--- src/rtl/pwm_chan_pkg.sv ---
package pwm_chan_pkg;
  typedef enum logic {
    ALIGN_EDGE   = 1'b0,
    ALIGN_SYMM   = 1'b1
  } align_e;
endpackage

--- src/rtl/pwm_shadow.sv ---
module pwm_shadow #(
  parameter int W = 8
) (
  input  logic         clk,
  input  logic         rst_n,
  input  logic         load,
  input  logic [W-1:0] per_in,
  input  logic [W-1:0] duty_in,
  output logic [W-1:0] per_q,
  output logic [W-1:0] duty_q
);
  always_ff @(posedge clk or negedge rst_n) begin
    if (!rst_n) begin
      per_q  <= '0;
      duty_q <= '0;
    end else if (load) begin
      per_q  <= per_in;
      duty_q <= duty_in;
    end
  end
endmodule

--- src/rtl/pwm_ctr.sv ---
module pwm_ctr
  import pwm_chan_pkg::*;
#(
  parameter int W = 8
) (
  input  logic         clk,
  input  logic         rst_n,
  input  logic         step,
  input  logic         clr,
  input  align_e       mode,
  input  logic [W-1:0] per_act,
  output logic [W-1:0] cnt,
  output logic         period_end
);
  localparam logic [W-1:0] ONE = W'(1);

  logic         dn_q, dn_nxt;
  logic [W-1:0] cnt_nxt;

  // edge mode: last count of a period is per-1
  function automatic logic edge_last(input logic [W-1:0] c, input logic [W-1:0] p);
    return c >= (p - ONE);
  endfunction

  // symmetric mode: turn around at the top
  function automatic logic symm_top(input logic [W-1:0] c, input logic [W-1:0] p);
    return c >= p;
  endfunction

  always_comb begin
    cnt_nxt    = cnt;
    dn_nxt     = dn_q;
    period_end = 1'b0;
    if (clr) begin
      cnt_nxt = '0;
      dn_nxt  = 1'b0;
    end else if (step) begin
      if (per_act == '0) begin
        cnt_nxt    = '0;
        dn_nxt     = 1'b0;
        period_end = 1'b1;
      end else if (mode == ALIGN_EDGE) begin
        dn_nxt = 1'b0;
        if (edge_last(cnt, per_act)) begin
          cnt_nxt    = '0;
          period_end = 1'b1;
        end else begin
          cnt_nxt = cnt + ONE;
        end
      end else if (!dn_q) begin
        if (symm_top(cnt, per_act)) begin
          cnt_nxt    = cnt - ONE;
          dn_nxt     = (cnt_nxt != '0);
          period_end = (cnt_nxt == '0);
        end else begin
          cnt_nxt = cnt + ONE;
        end
      end else begin
        if (cnt <= ONE) begin
          cnt_nxt    = '0;
          dn_nxt     = 1'b0;
          period_end = 1'b1;
        end else begin
          cnt_nxt = cnt - ONE;
        end
      end
    end
  end

  always_ff @(posedge clk or negedge rst_n) begin
    if (!rst_n) begin
      cnt  <= '0;
      dn_q <= 1'b0;
    end else begin
      cnt  <= cnt_nxt;
      dn_q <= dn_nxt;
    end
  end
endmodule

--- src/rtl/pwm_cmp.sv ---
module pwm_cmp #(
  parameter int W = 8
) (
  input  logic         en,
  input  logic [W-1:0] per_act,
  input  logic [W-1:0] duty_act,
  input  logic [W-1:0] cnt,
  output logic         wave
);
  function automatic logic below_duty(input logic [W-1:0] c, input logic [W-1:0] d);
    return c < d;
  endfunction

  always_comb begin
    if (!en)                 wave = 1'b0;
    else if (per_act == '0)  wave = 1'b1;
    else                     wave = below_duty(cnt, duty_act);
  end
endmodule

--- src/rtl/pwm_chan_core.sv ---
module pwm_chan_core
  import pwm_chan_pkg::*;
#(
  parameter int W = 8
) (
  input  logic         clk,
  input  logic         rst_n,
  input  logic         tick_en,
  input  logic         chan_on,
  input  logic         center_sel,
  input  logic [W-1:0] per_reg,
  input  logic [W-1:0] duty_reg,
  input  logic         cnt_wr,
  output logic         pwm_out,
  output logic [W-1:0] cnt_val
);
  logic [W-1:0] per_act;
  logic [W-1:0] duty_act;
  logic         period_end;
  logic         step;
  logic         reload;
  align_e       mode;

  assign mode   = align_e'(center_sel);
  assign step   = chan_on & tick_en;
  assign reload = !chan_on | cnt_wr | period_end;

  pwm_shadow #(.W(W)) u_shadow (
    .clk     (clk),
    .rst_n   (rst_n),
    .load    (reload),
    .per_in  (per_reg),
    .duty_in (duty_reg),
    .per_q   (per_act),
    .duty_q  (duty_act)
  );

  pwm_ctr #(.W(W)) u_ctr (
    .clk        (clk),
    .rst_n      (rst_n),
    .step       (step),
    .clr        (cnt_wr),
    .mode       (mode),
    .per_act    (per_act),
    .cnt        (cnt_val),
    .period_end (period_end)
  );

  pwm_cmp #(.W(W)) u_cmp (
    .en       (chan_on),
    .per_act  (per_act),
    .duty_act (duty_act),
    .cnt      (cnt_val),
    .wave     (pwm_out)
  );
endmodule

--- config.mk ---
export PLATFORM = sky130hd
export DESIGN_NAME = pwm_chan_core
export DESIGN_NICKNAME = d
export VERILOG_FILES = /design/src/rtl/pwm_chan_pkg.sv /design/src/rtl/pwm_shadow.sv /design/src/rtl/pwm_ctr.sv /design/src/rtl/pwm_cmp.sv /design/src/rtl/pwm_chan_core.sv
export SDC_FILE = /design/constraint.sdc
export NUM_CORES = 1
export LEC_CHECK = 0
export BUFFER_PORTS_ARGS = -buffer_cell sky130_fd_sc_hd__clkbuf_2
export CAP_MARGIN = 10
export CORE_MARGIN = 2
export CORE_UTILIZATION = 40
export DETAILED_ROUTE_END_ITERATION = 6
export PLACE_DENSITY = 0.58
export SETUP_SLACK_MARGIN = 0.02
export SLEW_MARGIN = 5
export SYNTH_ARGS = -nofsm -noshare
export SYNTH_HDL_FRONTEND = slang
export SYNTH_SLANG_ARGS = --single-unit
--- constraint.sdc ---
create_clock -name clk -period 3.6 [get_ports clk]
set_clock_uncertainty 0.15 [all_clocks]
set_input_delay 0.18 -clock clk [delete_from_list [all_inputs] [get_ports clk]]
set_output_delay 0.18 -clock clk [all_outputs]
set_load 0.005 [all_outputs]
==> flow_summary_export.csv, run 1 <==
group,metric,value,unit
synth,synthCells,241,
clock_network,insertion_delay,280,ps
worst_hold_path,min_path_type,"in2reg",
power,pwr_density_cell,269.5,nW/µm²
sta,final.period_utilization,92.40,%
synth,synth-seq-cells,25,
synth,post_synth_mux_area_share,11.45,%
clock_network,cts_max_path_buffers,2,
synth,post_synth_xor_area_fraction,3.485,%
synth,synthMostInstantiatedCell,"sky130_fd_sc_hd__ha_1",
place,placedInstanceArea,2532,µm²
setup_path,path_type_of_the_worst_setup_path,"reg2reg",
sta,worstMarginPinSlew,671.2,ps
clock_network,tritoncts.num_buffers,3,
layout,ant_diodes,0,
global_routing,first_pass_grt_wire_length,9170,µm
setup_path,worst-path-max-fanout,5,
global_routing,grt_pass1_vias,1865,
synth,synth_compound_gate_area_share,18.20,%
global_routing,grt_max_degree,26,
synth,syn_area_per_cell,9.387,µm²
power,power_leakage,1.384,nW
synth,post_synth_main_area_contributors,"sky130_fd_sc_hd__dfrtp_1 (28%), sky130_fd_sc_hd__ha_1 (16%), sky130_fd_sc_hd__mux2_4 (6.6%), sky130_fd_sc_hd__inv_1 (4.0%), sky130_fd_sc_hd__nand2_1 (3.7%)",
synth,synth_flop_cell,"sky130_fd_sc_hd__dfrtp_1",
place,port_buffers,30,
floorplan,design.core.area,5473,µm²
floorplan,dieArea,6273,µm²
layout,drive_above_1_share,24.49,%
drt,drt_pre_antenna_iters,4,
layout,layout.filler_cells,526,
synth,synth_cell_types,58,
clock_network,clk_pin_slew,100,ps
clock_network,ctsResizeCount,0,
power,worst_ir_drop_vdd,0.1633,mV
drt,route.vias.total,1974,
synth,synthSimpleGateAreaFrac,16.65,%
sta,tns,0,ps
floorplan,start_util,41.34,%
clock_network,postcts_setup_bufs,0,
job,cap_viol_max_count,0,
drt,route.detailed.drc,0,
layout,area_growth,21.68,%
synth,register_area_share_after_synthesis,27.65,%
drt,detailedRoute.firstIterationViolations,89,
synth,netlist_area,2262,µm²
setup_path,critical_path_arrival,3360,ps
synth,synth_fa_ha_area_share,16.04,%
clock_network,clock-root-buffer,"sky130_fd_sc_hd__clkbuf_8",
drt,vias_per_cell,5.393,
synth,synth_top_area_share,27.65,%
synth,number_of_synthesized_flops_with_an_enable_pin,0,
setup_path,startpoint_type,"register",
synth,dominant_combinational_cell_family_by_area_after_synthesis,"compound AO/OA/AOI/OAI gates",
sta,slew_headroom,55.25,%
clock_network,cts_sinks,25,
floorplan,std_cell_rows,27,
layout,nets,346,
drt,final_antenna_net_count,0,
global_routing,antenna_found_initial,0,
floorplan,chipHeight,79.20,µm
sta,final-setup-viol-count,0,
synth,yosys_warnings,0,
place,post-dp-hpwl,4210,µm
synth,netlist.top_cell.by_area,"sky130_fd_sc_hd__dfrtp_1",
synth,synth-async-reset-ratio,100.0,%
sta,finalMaxSlewViolations,0,
setup_path,critical_path_required,3630,ps
sta,grt_setup_unrepaired,"false",
setup_path,endpoint_kind,"register",
sta,min_period,3327,ps
outcome,status,"complete, no violations",
sta,final_hold_viol_count,0,
synth,netlist_top_cells_count,"sky130_fd_sc_hd__ha_1 (29), sky130_fd_sc_hd__dfrtp_1 (25), sky130_fd_sc_hd__inv_1 (24), sky130_fd_sc_hd__nand2_1 (22), sky130_fd_sc_hd__nor2_1 (14)",
synth,synthesis.nets,292,
global_routing,global_route.usage.total,18.84,%
floorplan,boundaryPins,31,
layout,fin_area,2753,µm²
clock_network,cts-htree-levels,1,
sta,fmaxAchievable,300.6,MHz
global_routing,overflow,0,
drt,route.detailed.wl_per_inst,15.26,µm
place,gp_congestion,0.8862,
clock_network,cts_tree,"done",
floorplan,floorplan.die.width,79.20,µm
drt,routed_wire_length,5586,µm
-- path summary, 6_finish.rpt --
kind,startpoint,endpoint,slack [ps],cells past startpoint
max in group asynchronous,rst_n,u_ctr.cnt[2]$_DFFE_PN0P_,2560,2
worst min-delay path,center_sel,u_ctr.cnt[2]$_DFFE_PN0P_,150,2
worst min register to register,u_shadow.duty_q[4]$_DFFE_PN0P_,u_shadow.duty_q[4]$_DFFE_PN0P_,370,1
worst max register to register,u_shadow.per_q[2]$_DFFE_PN0P_,u_ctr.cnt[4]$_DFFE_PN0P_,270,10
min in group asynchronous,rst_n,u_ctr.dn_q$_DFFE_PN0P_,310,2
worst max-delay path,u_shadow.per_q[2]$_DFFE_PN0P_,u_ctr.cnt[4]$_DFFE_PN0P_,270,10
-- metal layers --
metal  routed length [µm]  vias to the layer above  GRT usage, %
li1                     -                      980             -
met1                 2607                      940         24.93
met2                 2662                       52         32.71
met3                  284                        2         3.068
met4                   31                        0         3.276
met5                    0                        -             0
-- flip-flops by register name, indices dropped and copies added, names as in the netlist --
register,flops
u_shadow.per_q,8
u_shadow.duty_q,8
u_ctr.cnt,8
u_ctr.dn_q,1
-- layout make-up --
class	instances	area, µm²	share of cell area (%)
inverters	24	90.09	3.273
well taps	72	90.09	3.273
clock inverters	1	8.758	0.3182
flip-flops and latches	25	625.6	22.73
clock buffers	3	41.29	1.500
repair buffers	57	407.9	14.82
multi-input cells	184	1489	54.09
-- cell usage in the layout, fill, tap and decap left out, types with 10 or more instances in the layout --
master / instances
sky130_fd_sc_hd__clkbuf_2: 30
sky130_fd_sc_hd__nand2_1: 22
sky130_fd_sc_hd__dfrtp_1: 25
sky130_fd_sc_hd__ha_1: 29
sky130_fd_sc_hd__a21oi_1: 10
sky130_fd_sc_hd__mux2_4: 10
sky130_fd_sc_hd__dlygate4sd3_1: 17
sky130_fd_sc_hd__nor2_1: 14
sky130_fd_sc_hd__inv_1: 24
-- kinds of logic (layout without fill, tap and decap cells) --
logic type | after synthesis | after routing
mux | 20 | 20
buf+inv | 32 | 85
flops | 25 | 25
compound gates | 56 | 56
fa+ha+maj | 29 | 29
simple gates | 70 | 70
xor+xnor | 9 | 9
-- power by group --
group          total [mW]  switching, mW  internal [mW]
combinational       0.232          0.116          0.117
sequential          0.323         0.0200          0.303
clock               0.186          0.105         0.0814
-- repair_timing --
action	in CTS	in global routing
hold endpoints to repair	41	0
endpoints found under the setup margin	0	0
hold buffers	17	0
-- stage by stage --
step,std cells,power [mW],worst slack [ps],util [%],hold WS [ps]
2_1_floorplan,241,0.4793,463.5,-,-265.6
3_3_place_gp,345,0.5438,348.1,46.27,90.53
3_5_place_dp,345,0.5489,269.7,46.27,98.45
4_1_cts,366,0.7565,263.8,50.30,138.3
5_1_grt,366,0.7961,83.39,50.30,169.2
6_report,366,0.7418,273.5,50.30,152.6
-- critical path, stage by stage, from the launching register on --
cell and delay, ps:
sky130_fd_sc_hd__dfrtp_1 440, sky130_fd_sc_hd__nor3_1 410, sky130_fd_sc_hd__nand2_1 120, sky130_fd_sc_hd__xnor2_1 150, sky130_fd_sc_hd__ha_1 290, sky130_fd_sc_hd__o21ai_0 80
sky130_fd_sc_hd__a21oi_1 220, sky130_fd_sc_hd__or4b_2 680, sky130_fd_sc_hd__nand3_1 220, sky130_fd_sc_hd__a2bb2o_1 300, sky130_fd_sc_hd__o22a_1 170
Note: power is estimated with default switching activity, not from simulation.
==> run 2, diff against run 1 <==
--- a/config.mk
+++ b/config.mk
@@ -5,11 +5,12 @@
 export SDC_FILE = /design/constraint.sdc
 export NUM_CORES = 1
 export LEC_CHECK = 0
-export BUFFER_PORTS_ARGS = -buffer_cell sky130_fd_sc_hd__clkbuf_2
+export BUFFER_PORTS_ARGS = -buffer_cell sky130_fd_sc_hd__buf_2
 export CAP_MARGIN = 10
 export CORE_MARGIN = 2
 export CORE_UTILIZATION = 40
 export DETAILED_ROUTE_END_ITERATION = 6
+export GPL_ROUTABILITY_DRIVEN = 1
 export PLACE_DENSITY = 0.58
 export SETUP_SLACK_MARGIN = 0.02
 export SLEW_MARGIN = 5
==> flow_summary_export.csv, run 2 (synthesized netlist as in run 1, its figures left out) <==
group,metric,value,unit
floorplan,start_util,41.34,%
setup_path,register_to_register_setup_slack,240,ps
power,power_leakage,1.386,nW
setup_path,startpoint_type,"register",
power,worst_ir_drop_vdd,0.1504,mV
drt,route.detailed.drc,0,
clock_network,clock-root-buffer,"sky130_fd_sc_hd__clkbuf_8",
clock_network,postcts_setup_bufs,0,
floorplan,floorplan.die.width,79.20,µm
floorplan,boundaryPins,31,
power,pwr_density_cell,268.3,nW/µm²
layout,drive_above_1_share,24.49,%
sta,final-setup-viol-count,0,
layout,layout_commonest_cell,"sky130_fd_sc_hd__buf_2",
setup_path,path_type_of_the_worst_setup_path,"reg2reg",
layout,ant_diodes,0,
sta,finalMaxSlewViolations,0,
drt,drt_pre_antenna_iters,4,
drt,routed_wire_length,5516,µm
place,numPlacedInstances,345,
setup_path,critical_path_required,3630,ps
drt,vias_per_cell,5.180,
layout,largest_registers,"u_ctr.cnt x8, u_shadow.duty_q x8, u_shadow.per_q x8",
drt,route.detailed.wl_per_inst,15.07,µm
job,cap_viol_max_count,0,
sta,min_period,3358,ps
floorplan,chipHeight,79.20,µm
sta,final_hold_viol_count,0,
global_routing,grt_pass1_vias,1871,
clock_network,insertion_delay,280,ps
sta,whs,119.3,ps
setup_path,endpoint_kind,"register",
sta,final.period_utilization,93.28,%
layout,area_growth,21.68,%
layout,nets,346,
clock_network,tritoncts.num_buffers,3,
floorplan,dieArea,6273,µm²
layout,layoutNonFillerInstCount,366,
setup_path,critical_path_arrival,3390,ps
place,placedInstanceArea,2532,µm²
power,tot_pwr,0.7386,mW
drt,route.vias.total,1896,
layout,most-common-layout-cells,"sky130_fd_sc_hd__buf_2 (30), sky130_fd_sc_hd__ha_1 (29), sky130_fd_sc_hd__dfrtp_1 (25)",
clock_network,cts_tree,"done",
clock_network,cts-htree-levels,1,
global_routing,grt_max_degree,26,
place,post-dp-hpwl,4169,µm
sta,grt_setup_unrepaired,"false",
worst_hold_path,min_path_type,"in2reg",
sta,tns,0,ps
floorplan,std_cell_rows,27,
global_routing,global_route.usage.total,18.52,%
outcome,status,"complete, no violations",
sta,worstMarginPinSlew,584.8,ps
clock_network,cts_sinks,25,
drt,final_antenna_net_count,0,
clock_network,cts_max_path_buffers,2,
floorplan,design.core.area,5473,µm²
global_routing,first_pass_grt_wire_length,8976,µm
setup_path,worst-path-max-fanout,6,
global_routing,antenna_found_initial,0,
global_routing,overflow,0,
place,port_buffers,30,
place,gp_congestion,0.9094,
sta,fmaxAchievable,297.8,MHz
drt,detailedRoute.firstIterationViolations,98,
clock_network,clk_pin_slew,100,ps
layout,fin_area,2753,µm²
sta,slew_headroom,61.01,%
## run 2: changes by cell type in the layout (fill, tap and decap cells not counted), sizes merged
cell,before,now
buf,10,40
clkbuf,33,3
## run 2: cell type report
| class | instances | area (µm²) |
|---|---|---|
| multi-input cells | 184 | 1489 |
| inverters | 24 | 90.09 |
| flip-flops and latches | 25 | 625.6 |
| well taps | 72 | 90.09 |
| clock buffers | 3 | 41.29 |
| repair buffers | 57 | 407.9 |
| clock inverters | 1 | 8.758 |
| fillers | 533 | 2720 |
## run 2: routing by layer
layer / global-route usage (%) / up-vias / wire length [µm]
met5: 0 / - / 0
met4: 5.862 / 0 / 137
met3: 3.523 / 10 / 208
met2: 30.25 / 36 / 2541
met1: 24.72 / 870 / 2629
li1: - / 980 / -
## run 2: path summary, 6_finish.rpt
| kind | startpoint | endpoint | depth (start not counted) |
|---|---|---|---|
| worst max-delay path | u_shadow.per_q[3]$_DFFE_PN0P_ | u_ctr.cnt[4]$_DFFE_PN0P_ | 10 |
| worst min-delay path | center_sel | u_ctr.cnt[2]$_DFFE_PN0P_ | 2 |
| worst max register to register | u_shadow.per_q[3]$_DFFE_PN0P_ | u_ctr.cnt[4]$_DFFE_PN0P_ | 10 |
| worst min register to register | u_shadow.duty_q[2]$_DFFE_PN0P_ | u_shadow.duty_q[2]$_DFFE_PN0P_ | 1 |
| max in group asynchronous | rst_n | u_shadow.per_q[0]$_DFFE_PN0P_ | 2 |
| min in group asynchronous | rst_n | u_shadow.per_q[5]$_DFFE_PN0P_ | 2 |
## run 2: repair_timing
item / CTS / global route
hold buffers: 17 / 0
endpoints found under the hold margin: 41 / 0
gates resized for setup: 0 / 0
## run 2: per-stage QoR
| stage | utilization (%) | setup slack, ps |
|---|---|---|
| floorplan | - | 463.5 |
| global placement | 46.27 | 347.6 |
| detailed placement | 46.27 | 255.8 |
| CTS | 50.30 | 240.5 |
| global route | 50.30 | 34.53 |
| finish | 50.30 | 241.9 |
## run 2: critical path: stages (launching register included)
cell and delay (ps):
sky130_fd_sc_hd__dfrtp_1 440, sky130_fd_sc_hd__nor4_1 410, sky130_fd_sc_hd__nand2_1 130, sky130_fd_sc_hd__xnor2_1 150, sky130_fd_sc_hd__ha_1 280, sky130_fd_sc_hd__o21ai_0 80, sky130_fd_sc_hd__a21oi_1 230, sky130_fd_sc_hd__or4b_2 680
sky130_fd_sc_hd__nand3_1 230, sky130_fd_sc_hd__a2bb2o_1 300, sky130_fd_sc_hd__o22a_1 170
## run 2: power by group
part           switching, mW  total (mW)  leakage [nW]  internal (mW)
logic                  0.115       0.232          1.05          0.117
clock network          0.102       0.183        0.0261         0.0814
registers             0.0200       0.323         0.311          0.303
==> run 3, diff against run 2 <==
--- a/config.mk
+++ b/config.mk
@@ -7,7 +7,6 @@
 export LEC_CHECK = 0
 export BUFFER_PORTS_ARGS = -buffer_cell sky130_fd_sc_hd__buf_2
 export CAP_MARGIN = 10
-export CORE_MARGIN = 2
 export CORE_UTILIZATION = 40
 export DETAILED_ROUTE_END_ITERATION = 6
 export GPL_ROUTABILITY_DRIVEN = 1
==> flow_summary_export.csv, run 3 (synthesized netlist as in run 1, its figures left out) <==
group,metric,value,unit
clock_network,cts_tree,"done",
drt,detailedRoute.firstIterationViolations,81,
drt,drt_pre_antenna_iters,4,
layout,largest_registers,"u_ctr.cnt x8, u_shadow.duty_q x8, u_shadow.per_q x8",
floorplan,start_util,41.34,%
layout,layout_commonest_cell,"sky130_fd_sc_hd__buf_2",
job,cap_viol_max_count,0,
clock_network,insertion_delay,280,ps
setup_path,endpoint_kind,"register",
global_routing,antenna_found_initial,0,
layout,ant_diodes,0,
clock_network,clock-root-buffer,"sky130_fd_sc_hd__clkbuf_8",
place,gp_congestion,0.8610,
floorplan,chipHeight,77.20,µm
setup_path,critical_path_required,3620,ps
layout,drive_above_1_share,24.75,%
drt,route.detailed.wl_per_inst,14.79,µm
power,power_leakage,1.387,nW
power,tot_pwr,0.7298,mW
setup_path,critical_path_arrival,3350,ps
drt,routed_wire_length,5427,µm
floorplan,design.core.area,5473,µm²
clock_network,cts_max_path_buffers,2,
floorplan,std_cell_rows,27,
sta,final.period_utilization,92.45,%
layout,fin_area,2759,µm²
layout,most-common-layout-cells,"sky130_fd_sc_hd__buf_2 (30), sky130_fd_sc_hd__ha_1 (29), sky130_fd_sc_hd__dfrtp_1 (25)",
sta,min_period,3328,ps
worst_hold_path,min_path_cells,2,
sta,finalMaxSlewViolations,0,
outcome,status,"complete, no violations",
setup_path,startpoint_type,"register",
setup_path,worst-path-max-fanout,6,
worst_hold_path,min_path_type,"in2reg",
drt,wl_met1,2691,µm
layout,nets,347,
clock_network,clk_pin_slew,90,ps
sta,final_hold_viol_count,0,
global_routing,global_route.usage.total,18.98,%
power,pwr_density_cell,264.5,nW/µm²
sta,slew_headroom,57.73,%
global_routing,overflow,0,
clock_network,tritoncts.num_buffers,3,
power,worst_ir_drop_vdd,0.1642,mV
drt,route.detailed.drc,0,
clock_network,cts_sinks,25,
drt,route.vias.total,1961,
place,post-dp-hpwl,4087,µm
place,placedInstanceArea,2540,µm²
setup_path,path_type_of_the_worst_setup_path,"reg2reg",
place,port_buffers,30,
sta,fmaxAchievable,300.5,MHz
global_routing,grt_max_degree,26,
floorplan,floorplan.die.width,77.20,µm
global_routing,grt_pass1_vias,1823,
floorplan,boundaryPins,31,
drt,met2_length,2458,µm
drt,final_antenna_net_count,0,
clock_network,postcts_setup_bufs,0,
drt,vias_per_cell,5.343,
global_routing,first_pass_grt_wire_length,8818,µm
sta,final-setup-viol-count,0,
setup_path,worstRegToRegCells,10,
place,preCtsSetupSlack,295.0,ps
sta,tns,0,ps
layout,layout.filler_cells,524,
sta,worstMarginPinSlew,618.1,ps
clock_network,cts-htree-levels,1,
drt,top_layer,"met4",
floorplan,dieArea,5960,µm²
layout,final_util,50.41,%
layout,area_growth,21.96,%
drt,routed-wl-met3,203,µm
sta,grt_setup_unrepaired,"false",
sta,layout_setup_ws,271.8,ps
[run 3: cell types whose count changed in the layout (fill, tap and decap cells not counted)]
cell | previous run | this run
sky130_fd_sc_hd__clkinvlp_4 | 0 | 1
sky130_fd_sc_hd__buf_4 | 9 | 10
sky130_fd_sc_hd__inv_6 | 1 | 0
[run 3: power by group]
group          switching, mW  internal (mW)
registers             0.0197          0.303
clock network         0.0990         0.0787
logic                  0.112          0.117
[run 3: layer usage]
| layer | vias to the layer above | track usage [%] |
|---|---|---|
| li1 | 985 | - |
| met1 | 933 | 26.78 |
| met2 | 36 | 29.82 |
| met3 | 7 | 2.262 |
| met4 | 0 | 6.226 |
| met5 | - | 0 |
[run 3: timing repair]
item	4_1_cts	5_1_grt
hold buffers	17	0
endpoints found under the hold margin	41	0
gates resized for setup	0	0
[run 3: per-stage QoR]
stage               hold slack, ps  std cells
floorplan                   -265.6        241
global placement             68.44        346
detailed placement           70.75        346
CTS                          139.8        367
global route                 155.2        367
finish                       147.0        367
[run 3: final timing paths]
kind	from	endpoint	slack (ps)
worst max-delay path	u_shadow.per_q[3]$_DFFE_PN0P_	u_ctr.cnt[4]$_DFFE_PN0P_	270
worst max register to register	u_shadow.per_q[3]$_DFFE_PN0P_	u_ctr.cnt[4]$_DFFE_PN0P_	270
min in group asynchronous	rst_n	u_shadow.per_q[6]$_DFFE_PN0P_	280
max in group asynchronous	rst_n	u_ctr.cnt[5]$_DFFE_PN0P_	2630
worst min register to register	u_shadow.duty_q[2]$_DFFE_PN0P_	u_shadow.duty_q[2]$_DFFE_PN0P_	370
worst min-delay path	center_sel	u_ctr.cnt[2]$_DFFE_PN0P_	150
[run 3: worst max-delay path: stages (launching register included)]
cell	delay (ps)
sky130_fd_sc_hd__dfrtp_1	450
sky130_fd_sc_hd__nor4_1	400
sky130_fd_sc_hd__nand2_1	120
sky130_fd_sc_hd__xnor2_1	150
sky130_fd_sc_hd__ha_1	280
sky130_fd_sc_hd__o21ai_0	80
sky130_fd_sc_hd__a21oi_1	210
sky130_fd_sc_hd__or4b_2	680
sky130_fd_sc_hd__nand3_1	210
sky130_fd_sc_hd__a2bb2o_1	310
sky130_fd_sc_hd__o22a_1	170
[run 3: final cells by class]
type | count | area, µm² | area share [%]
Sequential cell | 25 | 625.6 | 22.68
Clock inverter | 1 | 7.507 | 0.2721
Timing Repair Buffer | 58 | 415.4 | 15.06
Inverter | 24 | 90.09 | 3.265
Tap cell | 72 | 90.09 | 3.265
Clock buffer | 3 | 41.29 | 1.497
Multi-Input combinational cell | 184 | 1489 | 53.97
